### config.mk
export PLATFORM = sky130hd
export DESIGN_NAME = ptw_walker
export DESIGN_NICKNAME = d
export VERILOG_FILES = /design/src/rtl/ptw_pkg.sv /design/src/rtl/ptw_addr_calc.sv /design/src/rtl/ptw_classify.sv /design/src/rtl/ptw_leaf.sv /design/src/rtl/ptw_walker.sv
export SDC_FILE = /design/constraint.sdc
export NUM_CORES = 1
export LEC_CHECK = 0
export ABC_CLOCK_PERIOD_IN_PS = 4850
export BUFFER_PORTS_ARGS = -buffer_cell sky130_fd_sc_hd__buf_2
export CAP_MARGIN = 20
export CORE_MARGIN = 2
export CORE_UTILIZATION = 56
export DETAILED_ROUTE_END_ITERATION = 10
export MAX_ROUTING_LAYER = met4
export PLACE_DENSITY = 0.95
export SLEW_MARGIN = 20
export SYNTH_ARGS = -nofsm -noshare
export SYNTH_HDL_FRONTEND = slang
export SYNTH_SLANG_ARGS = --single-unit
export TNS_END_PERCENT = 1
### constraint.sdc
create_clock -name clk -period 4.85 [get_ports clk]
set_input_delay 0.485 -clock clk [delete_from_list [all_inputs] [get_ports clk]]
set_output_delay 0.485 -clock clk [all_outputs]
set_load 0.005 [all_outputs]
### src/rtl/ptw_pkg.sv
package ptw_pkg;

  typedef enum logic [1:0] {
    DT_INVALID  = 2'd0,
    DT_POINTER  = 2'd1,
    DT_ENTRY    = 2'd2,
    DT_RESERVED = 2'd3
  } desc_type_e;

  typedef enum logic [1:0] {
    PG_4K   = 2'd0,
    PG_256K = 2'd1,
    PG_16M  = 2'd2
  } page_size_e;

  typedef enum logic [1:0] {
    STEP_DESCEND = 2'd0,
    STEP_LEAF    = 2'd1,
    STEP_FAULT   = 2'd2
  } step_e;

  localparam logic [1:0] ACC_READ  = 2'd0;
  localparam logic [1:0] ACC_WRITE = 2'd1;
  localparam logic [1:0] ACC_FETCH = 2'd2;

  localparam int FC_W       = 12;
  localparam int REF_BIT    = 5;
  localparam int MOD_BIT    = 6;
  localparam int LAST_LEVEL = 3;

  localparam logic [2:0] FT_INVALID = 3'd1;
  localparam logic [2:0] FT_XLATE   = 3'd4;

endpackage

### src/rtl/ptw_addr_calc.sv
module ptw_addr_calc #(
  parameter int PA_W  = 36,
  parameter int CTX_W = 8
) (
  input  logic [31:0]      ctx_ptr,
  input  logic [CTX_W-1:0] ctx_num,
  input  logic [29:0]      desc_base,
  input  logic [1:0]       lvl,
  input  logic [19:0]      va_hi,
  output logic [PA_W-1:0]  root_addr,
  output logic [PA_W-1:0]  next_addr
);
  localparam int IDX_W = 10;

  logic [IDX_W-1:0] idx;

  always_comb begin
    case (lvl)
      2'd0:    idx = {va_hi[19:12], 2'b00};
      2'd1:    idx = {2'b00, va_hi[11:6], 2'b00};
      2'd2:    idx = {2'b00, va_hi[5:0], 2'b00};
      default: idx = '0;
    endcase
  end

  assign root_addr = PA_W'({ctx_ptr, 4'b0000}) + PA_W'({ctx_num, 2'b00});
  assign next_addr = PA_W'({desc_base, 6'b000000}) + PA_W'(idx);

endmodule

### src/rtl/ptw_classify.sv
module ptw_classify
  import ptw_pkg::*;
(
  input  logic [1:0]      dtype,
  input  logic [1:0]      lvl,
  input  logic            bus_err,
  output step_e           step,
  output logic [FC_W-1:0] code
);
  logic [2:0] ftype;

  always_comb begin
    step  = STEP_FAULT;
    ftype = FT_XLATE;
    if (!bus_err) begin
      case (desc_type_e'(dtype))
        DT_INVALID: ftype = FT_INVALID;
        DT_POINTER: if (lvl != 2'(LAST_LEVEL)) step = STEP_DESCEND;
        DT_ENTRY:   if (lvl != 2'd0) step = STEP_LEAF;
        default:    ftype = FT_XLATE;
      endcase
    end
    code = (FC_W'(lvl) << 8) | (FC_W'(ftype) << 2);
  end

endmodule

### src/rtl/ptw_leaf.sv
module ptw_leaf
  import ptw_pkg::*;
#(
  parameter int PA_W = 36
) (
  input  logic [31:0]     entry,
  input  logic [1:0]      lvl,
  input  logic [11:0]     va_mid,
  input  logic            is_write,
  output logic [PA_W-1:0] pa,
  output page_size_e      size,
  output logic [31:0]     upd_entry,
  output logic            need_wb
);
  logic [23:0] offset;

  always_comb begin
    case (lvl)
      2'd1: begin
        offset = {va_mid, 12'h000};
        size   = PG_16M;
      end
      2'd2: begin
        offset = {6'd0, va_mid[5:0], 12'h000};
        size   = PG_256K;
      end
      default: begin
        offset = '0;
        size   = PG_4K;
      end
    endcase
  end

  assign pa = PA_W'({entry[31:8], 12'h000}) + PA_W'(offset);

  always_comb begin
    upd_entry = entry;
    upd_entry[REF_BIT] = 1'b1;
    if (is_write) upd_entry[MOD_BIT] = 1'b1;
  end

  assign need_wb = !entry[REF_BIT] || (is_write && !entry[MOD_BIT]);

endmodule

### src/rtl/ptw_walker.sv
module ptw_walker
  import ptw_pkg::*;
#(
  parameter int PA_W  = 36,
  parameter int CTX_W = 8
) (
  input  logic             clk,
  input  logic             rst,
  input  logic             cfg_enable,
  input  logic             cfg_boot,
  input  logic [31:0]      ctx_ptr,
  input  logic [CTX_W-1:0] ctx_num,
  input  logic [PA_W-1:0]  prom_base,
  input  logic             req_valid,
  output logic             req_ready,
  input  logic [31:0]      req_va,
  input  logic [1:0]       req_acc,
  output logic             busy,
  output logic             done,
  output logic             fault,
  output logic [11:0]      fault_code,
  output logic [PA_W-1:0]  res_pa,
  output logic [1:0]       res_size,
  output logic [31:0]      res_pte,
  output logic             mem_req_valid,
  input  logic             mem_req_ready,
  output logic             mem_req_we,
  output logic [PA_W-1:0]  mem_req_addr,
  output logic [31:0]      mem_req_wdata,
  input  logic             mem_rsp_valid,
  input  logic [31:0]      mem_rsp_rdata,
  input  logic             mem_rsp_err
);
  localparam int BOOT_W = 19;

  typedef enum logic [2:0] {
    S_IDLE,
    S_RD_REQ,
    S_RD_WAIT,
    S_WB_REQ,
    S_WB_WAIT
  } state_e;

  state_e           state_q;
  logic [1:0]       lvl_q;
  logic [19:0]      va_hi_q;
  logic             wr_q;

  logic [PA_W-1:0]  root_addr, next_addr, leaf_pa, pass_pa;
  step_e            step;
  logic [FC_W-1:0]  step_code;
  page_size_e       leaf_size;
  logic [31:0]      upd_entry;
  logic             need_wb;

  ptw_addr_calc #(.PA_W(PA_W), .CTX_W(CTX_W)) u_addr (
    .ctx_ptr   (ctx_ptr),
    .ctx_num   (ctx_num),
    .desc_base (mem_rsp_rdata[31:2]),
    .lvl       (lvl_q),
    .va_hi     (va_hi_q),
    .root_addr (root_addr),
    .next_addr (next_addr)
  );

  ptw_classify u_cls (
    .dtype   (mem_rsp_rdata[1:0]),
    .lvl     (lvl_q),
    .bus_err (mem_rsp_err),
    .step    (step),
    .code    (step_code)
  );

  ptw_leaf #(.PA_W(PA_W)) u_leaf (
    .entry     (mem_rsp_rdata),
    .lvl       (lvl_q),
    .va_mid    (va_hi_q[11:0]),
    .is_write  (wr_q),
    .pa        (leaf_pa),
    .size      (leaf_size),
    .upd_entry (upd_entry),
    .need_wb   (need_wb)
  );

  always_comb begin
    if (cfg_boot && req_acc == ACC_FETCH)
      pass_pa = prom_base | PA_W'(req_va[BOOT_W-1:0]);
    else
      pass_pa = PA_W'(req_va);
  end

  assign req_ready = (state_q == S_IDLE);

  always_ff @(posedge clk) begin
    if (rst) begin
      state_q       <= S_IDLE;
      lvl_q         <= '0;
      va_hi_q       <= '0;
      wr_q          <= 1'b0;
      busy          <= 1'b0;
      done          <= 1'b0;
      fault         <= 1'b0;
      fault_code    <= '0;
      res_pa        <= '0;
      res_size      <= PG_4K;
      res_pte       <= '0;
      mem_req_valid <= 1'b0;
      mem_req_we    <= 1'b0;
      mem_req_addr  <= '0;
      mem_req_wdata <= '0;
    end else begin
      done  <= 1'b0;
      fault <= 1'b0;
      case (state_q)
        S_IDLE: begin
          if (req_valid) begin
            if (!cfg_enable) begin
              done     <= 1'b1;
              res_pa   <= pass_pa;
              res_size <= PG_4K;
              res_pte  <= '0;
            end else begin
              busy          <= 1'b1;
              lvl_q         <= 2'd0;
              va_hi_q       <= req_va[31:12];
              wr_q          <= (req_acc == ACC_WRITE);
              mem_req_valid <= 1'b1;
              mem_req_we    <= 1'b0;
              mem_req_addr  <= root_addr;
              state_q       <= S_RD_REQ;
            end
          end
        end
        S_RD_REQ: begin
          if (mem_req_ready) begin
            mem_req_valid <= 1'b0;
            state_q       <= S_RD_WAIT;
          end
        end
        S_RD_WAIT: begin
          if (mem_rsp_valid) begin
            case (step)
              STEP_DESCEND: begin
                lvl_q         <= lvl_q + 2'd1;
                mem_req_addr  <= next_addr;
                mem_req_valid <= 1'b1;
                state_q       <= S_RD_REQ;
              end
              STEP_LEAF: begin
                res_pa   <= leaf_pa;
                res_size <= leaf_size;
                res_pte  <= upd_entry;
                if (need_wb) begin
                  mem_req_valid <= 1'b1;
                  mem_req_we    <= 1'b1;
                  mem_req_wdata <= upd_entry;
                  state_q       <= S_WB_REQ;
                end else begin
                  done    <= 1'b1;
                  busy    <= 1'b0;
                  state_q <= S_IDLE;
                end
              end
              default: begin
                fault      <= 1'b1;
                fault_code <= step_code;
                busy       <= 1'b0;
                state_q    <= S_IDLE;
              end
            endcase
          end
        end
        S_WB_REQ: begin
          if (mem_req_ready) begin
            mem_req_valid <= 1'b0;
            state_q       <= S_WB_WAIT;
          end
        end
        S_WB_WAIT: begin
          if (mem_rsp_valid) begin
            mem_req_we <= 1'b0;
            done       <= 1'b1;
            busy       <= 1'b0;
            state_q    <= S_IDLE;
          end
        end
        default: state_q <= S_IDLE;
      endcase
    end
  end

endmodule

Word level (Yosys, flattened, before mapping)
Cells that the tools add are included.

Add/sub/neg operators: 4. Equality and inequality tests: 27. Multiplexer cells: 70. Bitwise operators: 5. Reduce and logical (&&, ||, !) cells: 25.

Operator list (number): two-way mux 36 bit (9); one-hot mux 36 bit (2 select lines) (2); two-way mux 32 bit (4); adder 36 x 10 -> 36 bit (2); one-hot mux 32 bit (2 select lines) (1); one-hot mux 24 bit (2 select lines) (1); adder 36 x 24 -> 36 bit (1); bitwise OR 36 x 19 -> 36 bit (1); one-hot mux 10 bit (3 select lines) (1); two-way mux 2 bit (12); two-way mux 3 bit (8); != test 2 bit (second input constant) (11); AND reduction 7 bit (3); two-way mux 1 bit (20); one-hot mux 2 bit (2 select lines) (5); one-hot mux 3 bit (5 select lines) (1); one-hot mux 1 bit (3 select lines) (4); bitwise OR 10 x 5 -> 10 bit (1); AND reduction 5 bit (2); == test 2 x 1 -> 1 bit (second input constant) (4); == test 2 bit (second input constant) (3); == test 3 x 2 -> 1 bit (second input constant) (2); logical NOT 2 bit (3); != test 3 bit (second input constant) (2); other kinds (18) (28).

Bits in registers: 181. Bits of input ports: 150. Output and inout bits: 156.

Longest topological paths before layout
Depth in word-level cells: 8. Depth in mapped cells: 14. Mapped depth without buffers: 14.

Cells and area by module
Synthesis repeated with hierarchy kept, for this count alone.

Cells, all modules: 1379. Area total of the unflattened synthesis: 10786.6 µm².

By module, submodules not included: ptw_walker (instances 1, cells each 948, area each 7736.2 µm², sequential area each 3623.5 µm²); ptw_addr_calc (instances 1, cells each 227, area each 1570.3 µm², sequential area each 0.0 µm²); ptw_leaf (instances 1, cells each 181, area each 1313.8 µm², sequential area each 0.0 µm²); ptw_classify (instances 1, cells each 23, area each 166.4 µm², sequential area each 0.0 µm²).

Worst setup path after synthesis
Ideal clock, no wire load.

Path kind: register to register. From: register lvl_q[0]. To: register res_pa[28]. Setup time: 0.125 ns. Arrival: 2.706 ns. Required time: 4.725 ns. Setup slack: 2.019 ns. Cell stages (with the launch flop): 14. Path buffers: 0. Period minus slack after synthesis: 2.831 ns. Cells stage by stage: dfxtp_1 inv_1 ha_1 o21a_1 and2_1 ha_1 inv_1 fa_1 nor2b_1 o31a_1 o221ai_1 and2_0 o2111ai_1 nand3_1.

Longest elaborated chain between the ends: 7. Elaborated cells on any way between the ends: 16. Classes of those cells: add/sub: 1; eq/ne: 5; mux: 8; reduce/logical: 2.

RTL lines: start: declaration (line ptw_walker.sv:45) `logic [1:0] lvl_q;`; start signal: assignment (line ptw_walker.sv:144) `lvl_q <= lvl_q + 2'd1;`; branches (longest 7 deep; another with adder 36 x 24 -> 36 bit); end signal: assignment (line ptw_walker.sv:119) `res_pa <= pass_pa;`; end signal: assignment (line ptw_walker.sv:150) `res_pa <= leaf_pa;`; end: declaration (line ptw_walker.sv:22) `output logic [PA_W-1:0] res_pa,`.

Parallel ways; which one is timed is not known. The select of a mux whose other input is x is not followed. A chain may end at the register's enable or synchronous reset.

Final worst setup path
From: register lvl_q[0]. To: register res_pa[30].

The elaborated chain is that of the path after synthesis.

==> impl_results.md <==
* Type of the most critical hold path: primary input to flop
* CP max FO at 7
* Max cap viols at 0
* Final period utilization at 70.9%
* DRC at 0
* Gr usage total at 36.9%
* CP Capture Type: flop
* Vias per inst at 6.22
* Setup bufs post-CTS at 0
* Critical path's top delay family: compound AO/OA/AOI/OAI gates
* Vias in the first global route at 9824
* Area of the core at 16700 um2
* Final design utilization at 70.1%
* Sink Count at 171
* Post-Synthesis Cells at 1246
* Hpwl dp at 24.7 mm
* # resized after CTS at 0
* Placed cell count at 1684
* Sequential fraction of the synthesis area at 35.5%
* Number of flops mapped to enable cells by yosys at 0
* H-tree depth at 4
* Seq cells post-synth at 171
* Area grow syn2layout at 21.3%
* GRT overflow at 0
* Final Max Slew Viols at 0
* YS warnings at 0
* XOR/XNOR Fraction of Synth Area at 5.81%
* Fmax at 291 MHz
* Post-Synth Adder-Cell Area at 4.51%
* Hold depth at 3
* I/O pin cnt at 306
* # rows at 47
* Clock Skew at 9.92 ps
* Syn_area_per_cell at 7.74 um2
* Commonest non-fill, non-tap cells in the layout: 294 x buf_2, 208 x nand2_1, 170 x a21oi_1, 170 x dfxtp_1, 71 x nand3_1
* Hold path startpoint: req_va[18]
* First-pass GRT wire length at 51.3 mm
* Fin nets at 1666
* Fill count at 1300
* Mux share of post-synthesis cell area at 1.56%
* GP Congestion at 1.07
* Cell depth of the worst setup path at 13
* Rel. slew slack at 31.1%
* Largest family of logic cells by synthesized area: simple AND/OR/NAND/NOR gates
* P_leak at 4.92 nW
* Largest net degree at the start of global routing at 99
* WP buf/inv at 2
* Initial antenna violation count at 1
* Die W at 135 um
* Die area at 18300 um2
* Slew at the pin closest to its max-slew limit at 1030 ps
* Routed len/inst at 19.6 um
* Post-route ant nets at 0
* DR iter-0 viols at 1135
* Commonest non-fill, non-tap cell in the layout: buf_2
* Cell count of the worst reg-to-reg path at 13
* Final wirelength at 33.7 mm
* Final Hold Viols at 0
* Initial Util at 57.8%
* Worst Setup Start Kind: flop
* Crit. Startpoint: lvl_q[0]
* Netlist cell types at 75
* Hold buffer count at cts at 0
* Worst-Skew Late Latency at 430 ps
* Run status: finished clean
* R2R setup slack at 1410 ps
* Crit path cell chain: inv_1 > ha_1 > o21a_1 > and2_1 > ha_1 > inv_1 > fa_1 > nor2b_1 > o31a_1 > o221ai_1 > and2_0 > mux2i_1 > nand3_1
* Power per cell area at 292 nW/um2
* WS Path Type: flop to flop
* RR Startpoint: lvl_q[0]
* CTS tree: yes
* Critical path arrival at 3750 ps
* Peak supply drop at 0.246 mV
* Vias post-DR at 10700
* Post-synth ARST share at 0%
* Prevailing post-synth register cell: dfxtp_1
* Post-synthesis compound-gate area fraction at 22.2%
* WP data required at 5160 ps
* Post-route insts no fill at 1717
* Die Y at 135 um
* RSZ-0062 raised after global routing: false
* Root Buffer: clkbuf_16
* First-pass iteration count of the detailed router at 6
* Crit-path max cell delay at 430 ps
* Final setup viols at 0
* Setup TNS at 0 ps
* Clock Path Buffers at 2
* Synth Area in Simple Gates at 24.5%
* Post-synthesis cell area at 9650 um2
* Clock-pin slew on the worst setup and hold paths at 60 ps
* Layout cells sized above 1 at 24.1%
* IO Port Bufs at 295
* CTS buffer count at 17
* Period minus WS final at 3440 ps
* Max stage delay cell, worst path: dfxtp_1
## registers in the layout, summed over array words and instances (netlist names)
register,cells
res_size,2
mem_req_we,1
res_pte,32
mem_req_valid,1
lvl_q,2
wr_q,1
fault_code,4
va_hi_q,20
state_q,3
busy,1
mem_req_wdata,32
res_pa,36
done,1
fault,1
mem_req_addr,34
## tightest hold or removal path: stages
cell     delay, ps
buf_2          100
nand2_1         50
a21oi_1         50
## cell families (layout without fill, tap and decap cells)
kind of cell / after synthesis / count (layout)
buf+inv: 129 / 370
compound gates: 337 / 337
flops: 171 / 171
other cells: 1 / 11
fa+ha+maj: 33 / 33
simple gates: 496 / 496
mux: 15 / 15
xor+xnor: 64 / 64
## final cells by class
class / count / area (um2) / area share, %
clock inverters: 10 / 141 / 1.21
flip-flops and latches: 171 / 3420 / 29.3
clock buffers: 22 / 454 / 3.88
well taps: 220 / 275 / 2.35
multi-input cells: 955 / 5700 / 48.7
repair buffers: 308 / 1590 / 13.6
inverters: 30 / 113 / 0.962
diodes: 1 / 2.50 / 0.0214
## path summary, 6_finish.rpt
path,end
worst min-delay path,va_hi_q[6]
worst max-delay path,res_pa[30]
worst max register to register,res_pa[30]
worst min register to register,res_size[0]
## layer usage
metal | GRT usage [%] | part of all wire, % | up-vias
li1 | - | - | 4891
met1 | 44.3 | 36 | 4905
met2 | 58.3 | 46 | 741
met3 | 8.16 | 12 | 144
met4 | 19.2 | 5.7 | 0
met5 | - | 0 | -
## metrics by stage
| stage | hold WS (ps) | total power [W] | area (um2) | setup slack (ps) |
|---|---|---|---|---|
| 5_1_grt | 302 | 0.00352 | 11700 | 1170 |
| 6_report | 302 | 0.00342 | 11700 | 1410 |
| 2_1_floorplan | 432 | 0.00181 | 9680 | 2020 |
| 4_1_cts | 295 | 0.00340 | 11700 | 1500 |
| 3_3_place_gp | 436 | 0.00202 | 11100 | 1670 |
| 3_5_place_dp | 440 | 0.00203 | 11100 | 1550 |
## Yosys cell counts (16+ instances only)
cell	n	area share [%]
nand2_1	208	8.1
dfxtp_1	171	35
a21oi_1	170	8.8
nand3_1	71	3.7
nor2_1	70	2.7
clkbuf_1	60	2.3
nor3_1	44	2.3
o21ai_0	35	1.8
xnor2_1	33	3.0
xor2_1	31	2.8
ha_1	30	3.9
inv_1	29	1.1
a211oi_1	27	2.1
o221ai_1	21	1.9
buf_2	20	1.0
nand4_1	16	1.0
## power by group
| group | total [W] | switching (W) | internal, W |
|---|---|---|---|
| clock network | 0.00140 | 0.000571 | 0.000826 |
| logic | 0.000522 | 0.000329 | 0.000193 |
| registers | 0.00150 | 0.0000389 | 0.00146 |
| total | 0.00342 | 0.000940 | 0.00248 |
No activity file was read; power rests on OpenSTA's default activity.
